### src/rtl/evt_timer_pkg.sv
package evt_timer_pkg;
  localparam int NCH   = 3;
  localparam int NSLOT = 3 + 2 * NCH;

  // busy-slot indices; their order is the bit order of the sync-status word
  localparam int SL_GCFG = 0;
  localparam int SL_ISR  = 1;
  localparam int SL_CNT  = 2;
  localparam int SL_CFG0 = 3;
  localparam int SL_CMP0 = 3 + NCH;
  localparam int INVALID_BIT = 12;

  localparam logic [11:0] A_GCFG  = 12'h010;
  localparam logic [11:0] A_ISR   = 12'h020;
  localparam logic [11:0] A_CNTLO = 12'h0F0;
  localparam logic [11:0] A_CNTHI = 12'h0F4;
  localparam logic [11:0] A_CHBASE = 12'h100;
  localparam logic [11:0] A_CHSTEP = 12'h020;
  localparam logic [11:0] A_CMPOFS = 12'h008;
  localparam logic [11:0] A_SYNC  = 12'h200;

  typedef struct packed {
    logic [4:0] route;
    logic       level;
    logic       ie;
  } chan_cfg_t;

  function automatic logic [31:0] cfg_to_word(chan_cfg_t c);
    return {23'b0, c.route, 2'b00, c.level, c.ie};
  endfunction

  function automatic chan_cfg_t word_to_cfg(logic [31:0] w);
    chan_cfg_t c;
    c.route = w[8:4];
    c.level = w[1];
    c.ie    = w[0];
    return c;
  endfunction
endpackage

### src/rtl/evt_sync_slot.sv
module evt_sync_slot #(
  parameter int DELAY = 3
) (
  input  logic        clk,
  input  logic        rst_n,
  input  logic        load,
  input  logic [31:0] din,
  input  logic        din_hi,
  output logic        busy,
  output logic        fire,
  output logic [31:0] dout,
  output logic        dout_hi
);
  localparam int CW = $clog2(DELAY + 1);

  logic [CW-1:0] left;

  always_ff @(posedge clk) begin
    if (!rst_n) begin
      left    <= '0;
      dout    <= '0;
      dout_hi <= 1'b0;
    end else if (load) begin
      left    <= CW'(DELAY);
      dout    <= din;
      dout_hi <= din_hi;
    end else if (left != '0) begin
      left <= left - 1'b1;
    end
  end

  assign busy = (left != '0);
  assign fire = (left == CW'(1));

  assert_busy_after_load_R3: assert property (@(posedge clk) disable iff (!rst_n)
    load |=> busy);
  assert_fire_ends_busy_R3: assert property (@(posedge clk) disable iff (!rst_n)
    fire |=> !busy);
  assert_no_load_while_busy_R4: assert property (@(posedge clk) disable iff (!rst_n)
    load |-> !busy);
endmodule

### src/rtl/evt_main_counter.sv
module evt_main_counter #(
  parameter int CNT_W = 64
) (
  input  logic             clk,
  input  logic             rst_n,
  input  logic             run,
  input  logic             wr_fire,
  input  logic             wr_hi,
  input  logic [31:0]      wr_data,
  output logic [CNT_W-1:0] cnt
);
  localparam int HALF = CNT_W / 2;

  always_ff @(posedge clk) begin
    if (!rst_n) begin
      cnt <= '0;
    end else if (wr_fire) begin
      if (wr_hi) cnt[CNT_W-1:HALF] <= wr_data[HALF-1:0];
      else       cnt[HALF-1:0]     <= wr_data[HALF-1:0];
    end else if (run) begin
      cnt <= cnt + 1'b1;
    end
  end

  assert_count_step_R1: assert property (@(posedge clk) disable iff (!rst_n)
    (run && !wr_fire) |=> cnt == $past(cnt) + 1'b1);
  assert_count_hold_R1: assert property (@(posedge clk) disable iff (!rst_n)
    (!run && !wr_fire) |=> $stable(cnt));
endmodule

### src/rtl/evt_cmp_chan.sv
module evt_cmp_chan
  import evt_timer_pkg::*;
#(
  parameter bit WIDE  = 1'b0,
  parameter int CNT_W = 64
) (
  input  logic             clk,
  input  logic             rst_n,
  input  logic [CNT_W-1:0] cnt,
  input  logic             run,
  input  logic             cfg_fire,
  input  logic [31:0]      cfg_din,
  input  logic             cmp_fire,
  input  logic             cmp_hi,
  input  logic [31:0]      cmp_din,
  input  logic             clr_fire,
  input  logic             clr_bit,
  output logic [31:0]      cfg_word,
  output logic [31:0]      cmp_lo_q,
  output logic [31:0]      cmp_hi_q,
  output logic             status,
  output logic             irq
);
  chan_cfg_t cfg;
  logic      match;
  logic      hit;
  logic      pulse_q;

  always_ff @(posedge clk) begin
    if (!rst_n) begin
      cmp_lo_q <= '1;
    end else if (cmp_fire && !cmp_hi) begin
      cmp_lo_q <= cmp_din;
    end
  end

  generate
    if (WIDE) begin : g_wide
      always_ff @(posedge clk) begin
        if (!rst_n)                  cmp_hi_q <= '1;
        else if (cmp_fire && cmp_hi) cmp_hi_q <= cmp_din;
      end
      assign match = (cnt == {cmp_hi_q, cmp_lo_q});
    end else begin : g_narrow
      assign cmp_hi_q = '0;
      assign match    = (cnt[31:0] == cmp_lo_q);
    end
  endgenerate

  assign hit = run && match;

  always_ff @(posedge clk) begin
    if (!rst_n) begin
      cfg     <= '0;
      status  <= 1'b0;
      pulse_q <= 1'b0;
    end else begin
      if (cfg_fire) cfg <= word_to_cfg(cfg_din);
      status  <= (status & ~(clr_fire & clr_bit)) | hit;
      pulse_q <= hit & ~status;
    end
  end

  assign cfg_word = cfg_to_word(cfg);
  assign irq      = cfg.ie & (cfg.level ? status : pulse_q);

  assert_hit_sets_status_R6: assert property (@(posedge clk) disable iff (!rst_n)
    hit |=> status);
  assert_status_clear_source_R8: assert property (@(posedge clk) disable iff (!rst_n)
    $fell(status) |-> $past(clr_fire && clr_bit));
  assert_pulse_one_cycle_R10: assert property (@(posedge clk) disable iff (!rst_n)
    (irq && !cfg.level && !cfg_fire) |=> !irq);
endmodule

### src/rtl/evt_timer_top.sv
module evt_timer_top
  import evt_timer_pkg::*;
#(
  parameter int SYNC_DELAY = 3,
  parameter int AW         = 12,
  parameter int CNT_W      = 64
) (
  input  logic          clk,
  input  logic          rst_n,
  input  logic          req_valid,
  input  logic          req_write,
  input  logic [AW-1:0] req_addr,
  input  logic [31:0]   req_wdata,
  output logic          req_ready,
  output logic [31:0]   rd_data,
  output logic [NCH-1:0] irq
);
  logic [NSLOT-1:0] sel, busy, fire, load;
  logic [31:0]      sdata [NSLOT];
  logic [NSLOT-1:0] shi;
  logic             wr_req, gen_en;
  logic [CNT_W-1:0] cnt;
  logic [NCH-1:0]   status;
  logic [31:0]      cfg_w [NCH];
  logic [31:0]      cmp_lo [NCH];
  logic [31:0]      cmp_hi [NCH];
  logic [11:0]      a12;

  assign a12    = 12'(req_addr);
  assign wr_req = req_valid && req_write;

  always_comb begin
    sel = '0;
    sel[SL_GCFG] = (a12 == A_GCFG);
    sel[SL_ISR]  = (a12 == A_ISR);
    sel[SL_CNT]  = (a12 == A_CNTLO) || (a12 == A_CNTHI);
    for (int i = 0; i < NCH; i++) begin
      sel[SL_CFG0+i] = (a12 == A_CHBASE + 12'(i) * A_CHSTEP);
      sel[SL_CMP0+i] = (a12 == A_CHBASE + 12'(i) * A_CHSTEP + A_CMPOFS) ||
                       (i == 0 && a12 == A_CHBASE + A_CMPOFS + 12'h004);
    end
  end

  assign req_ready = !(wr_req && |(sel & busy));
  assign load      = (wr_req && req_ready) ? sel : '0;

  generate
    for (genvar s = 0; s < NSLOT; s++) begin : g_slot
      evt_sync_slot #(.DELAY(SYNC_DELAY)) u_slot (
        .clk(clk), .rst_n(rst_n), .load(load[s]), .din(req_wdata),
        .din_hi(a12[2]), .busy(busy[s]), .fire(fire[s]),
        .dout(sdata[s]), .dout_hi(shi[s])
      );
    end
  endgenerate

  always_ff @(posedge clk) begin
    if (!rst_n)              gen_en <= 1'b0;
    else if (fire[SL_GCFG])  gen_en <= sdata[SL_GCFG][0];
  end

  evt_main_counter #(.CNT_W(CNT_W)) u_cnt (
    .clk(clk), .rst_n(rst_n), .run(gen_en), .wr_fire(fire[SL_CNT]),
    .wr_hi(shi[SL_CNT]), .wr_data(sdata[SL_CNT]), .cnt(cnt)
  );

  generate
    for (genvar c = 0; c < NCH; c++) begin : g_chan
      evt_cmp_chan #(.WIDE(c == 0), .CNT_W(CNT_W)) u_chan (
        .clk(clk), .rst_n(rst_n), .cnt(cnt), .run(gen_en),
        .cfg_fire(fire[SL_CFG0+c]), .cfg_din(sdata[SL_CFG0+c]),
        .cmp_fire(fire[SL_CMP0+c]), .cmp_hi(shi[SL_CMP0+c]),
        .cmp_din(sdata[SL_CMP0+c]),
        .clr_fire(fire[SL_ISR]), .clr_bit(sdata[SL_ISR][c]),
        .cfg_word(cfg_w[c]), .cmp_lo_q(cmp_lo[c]), .cmp_hi_q(cmp_hi[c]),
        .status(status[c]), .irq(irq[c])
      );
    end
  endgenerate

  always_comb begin
    rd_data = '0;
    if (a12 == A_GCFG)       rd_data = {31'b0, gen_en};
    else if (a12 == A_ISR)   rd_data = 32'(status);
    else if (a12 == A_CNTLO) rd_data = cnt[31:0];
    else if (a12 == A_CNTHI) rd_data = cnt[CNT_W-1:32];
    else if (a12 == A_SYNC) begin
      rd_data = 32'(busy);
      rd_data[INVALID_BIT] = busy[SL_CNT];
    end
    for (int i = 0; i < NCH; i++) begin
      if (a12 == A_CHBASE + 12'(i) * A_CHSTEP) rd_data = cfg_w[i];
      if (a12 == A_CHBASE + 12'(i) * A_CHSTEP + A_CMPOFS) rd_data = cmp_lo[i];
      if (i == 0 && a12 == A_CHBASE + A_CMPOFS + 12'h004) rd_data = cmp_hi[i];
    end
  end

  assert_read_always_ready_R4: assert property (@(posedge clk) disable iff (!rst_n)
    (req_valid && !req_write) |-> req_ready);
  assert_cnt_write_invalid_R5: assert property (@(posedge clk) disable iff (!rst_n)
    load[SL_CNT] |=> busy[SL_CNT]);
  assert_disabled_no_status_R6: assert property (@(posedge clk) disable iff (!rst_n)
    (!gen_en && !fire[SL_ISR]) |=> $stable(status));
endmodule

### config.mk
export PLATFORM = sky130hd
export DESIGN_NAME = evt_timer_top
export DESIGN_NICKNAME = d
export VERILOG_FILES = /design/src/rtl/evt_timer_pkg.sv /design/src/rtl/evt_sync_slot.sv /design/src/rtl/evt_main_counter.sv /design/src/rtl/evt_cmp_chan.sv /design/src/rtl/evt_timer_top.sv
export SDC_FILE = /design/constraint.sdc
export NUM_CORES = 1
export LEC_CHECK = 0
export BUFFER_PORTS_ARGS = -buffer_cell sky130_fd_sc_hd__buf_4
export CELL_PAD_IN_SITES_DETAIL_PLACEMENT = 2
export CELL_PAD_IN_SITES_GLOBAL_PLACEMENT = 2
export CORE_UTILIZATION = 34
export CTS_CLUSTER_DIAMETER = 120
export DETAILED_ROUTE_END_ITERATION = 10
export PLACE_DENSITY = 0.83
export SYNTH_ARGS = -nofsm -noshare
export SYNTH_HDL_FRONTEND = slang
export SYNTH_SLANG_ARGS = --single-unit
### constraint.sdc
create_clock -name clk -period 2.36 [get_ports clk]
set_input_delay 0 -clock clk [delete_from_list [all_inputs] [get_ports clk]]
set_output_delay 0 -clock clk [all_outputs]
set_load 0.05 [all_outputs]
==> run summary <==
Synth Net Count -> 2611
Final hold slack -> 47.35 ps
Final worst-path setup slack -> -394.1 ps
Max cap viols -> 0
Area of the multi-input gates -> 12430 um^2
Register share of total power -> 0.364
Average size of a mapped cell -> 7.810 um^2
Combinational share of power -> 0.287
First-pass GRT wire length -> 167800 um
GRT Total Usage -> 0.3809
First-iteration detailed-routing DRC count -> 3346
Area after DPL -> 22580 um^2
Crit-path most repeated cell -> nand4_1
Routed WL -> 140400 um
Nets@finish -> 2843
NetSw -> 9353 uW
Failing checks -> negative setup slack
Final setup vio count -> 224
Clock tree root driver cell -> clkbuf_16
Post-placement cell count -> 3405
Synth Instances -> 2544
Synth top area share -> 0.3980
Top Usage Layer GRT -> met2
Std-Cell Rows -> 88
Vias per cell -> 6.835
Seq. cell area -> 7951 um^2
Vias in the first global route -> 23846
Main synth FF type -> dfxtp_1
Worst Max-Slew Pin Slew -> 1146 ps
Filler instances -> 6144
Antenna violations before repair -> 6
Met3 Use GR -> 0.07623
Worst vdd ir -> 1.115 mV
Final slew viol count -> 0
CP Capture Type -> flip-flop
Switching share of total power -> 0.3955
Via Count -> 24503
Layout cells sized above 1 -> 0.2794
Power per cell area -> 873.8 nW/um^2
Post-synthesis register bit count -> 395
Critical path's top delay family -> simple AND/OR/NAND/NOR gates
Mapped Area -> 19870 um^2
Non-Filler Instances -> 3585
Area of the core -> 57700 um^2
CP max stage cell -> or4_1
Clock buffer depth -> 3
Maximum clock frequency -> 0.3631 GHz
Clock transition at path regs -> 70 ps
IO Pins -> 84
Tightest Hold Check Type -> in2reg
Netlist cell types -> 89
Initial core utilization -> 0.3444
Post-synth top area cell -> dfxtp_1
Area Overhead vs Synth -> 36.24%
Max H-tree Level -> 2
Fin crit share -> 1.167
Die Span Y -> 243.7 um
Count leader, synth -> nand2_1
Worst setup SP type -> flip-flop
DP HPWL -> 72230 um
DRT Pass-1 Iters -> 6
Register area share after synthesis -> 0.3980
M1 GR Usage -> 0.4773
Skew final -> 48.10 ps
Worst-path cell chain -> buf_4, xnor2_1, nand4_1, nor4_1, nand4_1, or4_1, nor3_1
Yosys warns -> 0
Worst setup path category -> reg2reg
Top cells by count, synth -> 536 x nand2_1, 395 x dfxtp_1, 239 x nor2_1
Largest net degree at the start of global routing -> 175
Clock power share -> 0.349
WL/cell -> 39.17 um
Post-Place Worst Slack -> -242.6 ps
Number of synthesized flops with an enable pin -> 0
Met2 GRT Util -> 0.6156
RSZ-0062 raised after global routing -> true
Port Buf Inserts -> 83
Async set-reset flop share out of synthesis -> 0
Routability cong. -> 0.9618
Clk Latency, worst-skew pair -> 640 ps
Die area -> 59400 um^2
Cell area after layout -> 27070 um^2
Clock sinks -> 395
Leakage -> 0.01047 uW
Grt total ovfl -> 0
CP max stage delay -> 640 ps
Antenna viol nets, final -> 0
Rel. slew slack -> 0.2359
TritonCTS clock tree -> done
Final Critical Period -> 2754 ps
Buf/Inv on CP -> 1
Max FO, Critical Path -> 9
Cts bufs inserted -> 47
Die width -> 243.7 um
Remaining DRCs -> 0
Top cells by area, synth -> dfxtp_1 40%, nand2_1 10%, mux2i_1 5.4%
Final Hold Vio Count -> 0
Status -> finished with violations
Pint -> 14300 uW
Crit path required time -> 2870 ps
Crit path arrival time -> 3260 ps
## area by class of cell
cell class                      count  share of cell area
Clock inverter                     18            0.008968
Tap cell                          765             0.03536
Clock buffer                       68             0.05117
Antenna cell                        7           0.0006472
Inverter                           49            0.006980
Timing Repair Buffer              394              0.1439
Multi-Input combinational cell   1889              0.4593
Sequential cell                   395              0.2938
## stage by stage
stage | total power (uW) | setup TNS [ps] | utilization
2_1_floorplan | 11350 | 0 | -
3_3_place_gp | 13270 | -5957 | 0.3914
3_5_place_dp | 13650 | -17020 | 0.3914
4_1_cts | 21910 | -8601 | 0.4395
5_1_grt | 23840 | -50360 | 0.4688
6_report | 23650 | -41860 | 0.4691
## routing by layer
layer  vias to the layer above  wire length, um  part of all wire
met3                       892            16490              0.12
li1                       9304                -                 -
met2                      2116            61340              0.44
met4                         2            13310             0.095
met5                         -               13          0.000093
met1                     12189            49290              0.35
## worst reg2reg max path, cell delays in order, from the launching register on
cell and delay [ps]:
dfxtp_2 330, buf_4 200, xnor2_1 350, nand4_1 230, nor4_1 450, nand4_1 130
or4_1 640, nor3_1 330
## cell usage in the layout (no fill, tap or decap), types with 11 or more instances in the layout
cell type        n
nand2_1        453
dfxtp_1        362
buf_4          285
nor2_1         223
nand3_1        167
a21oi_1         91
mux2i_1         90
a21oi_2         81
xnor2_1         79
nand2_4         71
clkbuf_16       56
o21ai_0         53
inv_1           43
nand4_1         36
xor2_1          36
buf_12          36
nor3_1          35
dlygate4sd3_1   34
dfxtp_2         32
nor2b_1         24
and3_1          23
a221o_1         22
buf_6           22
nor4_1          21
a221oi_1        18
o22ai_1         16
a22oi_1         15
a31oi_1         14
ha_1            14
clkbuf_8        13
and4_1          12
o211ai_1        12
nand2_2         12
nor3_4          11
## repair_timing
action,CTS,global route
pin swaps,30,144
gates cloned,8,12
endpoints found under the setup margin,206,236
setup buffers,21,27
gates resized for setup,140,322
endpoints found under the hold margin,168,0
hold buffers,34,0
## state kept, by name (all words and copies together) (netlist names)
| register | count |
|---|---|
| g_slot.u_slot.dout | 153 |
| g_chan.u_chan.cmp_lo_q | 96 |
| u_cnt.cnt | 64 |
| g_chan.u_chan.cmp_hi_q | 32 |
| g_chan.u_chan.cfg_word | 21 |
| g_slot.u_slot.left | 18 |
| g_slot.u_slot.dout_hi | 4 |
| g_chan.u_chan.pulse_q | 3 |
| g_chan.u_chan.status | 3 |
| gen_en | 1 |
## power groups by stage
stage	Combinational, uW	Sequential [uW]	Clock, uW
4_1_cts	5590	8360	7960
2_1_floorplan	3290	8060	0
3_3_place_gp	4910	8370	0
3_5_place_dp	5190	8450	0
6_report	6790	8600	8260
5_1_grt	6870	8570	8390
## path summary, 6_finish.rpt
kind | from | to | slack, ps | cells past startpoint
setup reg to reg | u_cnt.cnt[15]$_SDFFE_PN0P_ | g_chan[2].u_chan.pulse_q$_SDFF_PN0_ | -390 | 7
setup / recovery | u_cnt.cnt[15]$_SDFFE_PN0P_ | g_chan[2].u_chan.pulse_q$_SDFF_PN0_ | -390 | 7
hold / removal | req_addr[2] | g_slot[2].u_slot.dout_hi$_SDFFE_PN0P_ | 50 | 4
hold reg to reg | g_slot[8].u_slot.dout[11]$_SDFFE_PN0P_ | g_slot[8].u_slot.dout[11]$_SDFFE_PN0P_ | 480 | 2
## logic make-up after synthesis
| group | synth area share |
|---|---|
| buffers and inverters | 0.05605 |
| adder cells (fa/ha/maj) | 0.01197 |
| AO/OA/AOI/OAI | 0.1516 |
| XOR/XNOR | 0.05158 |
| AND/OR/NAND/NOR | 0.2718 |
| flip-flops | 0.3980 |
| multiplexers | 0.05901 |
No activity file was read; power rests on OpenSTA's default activity.
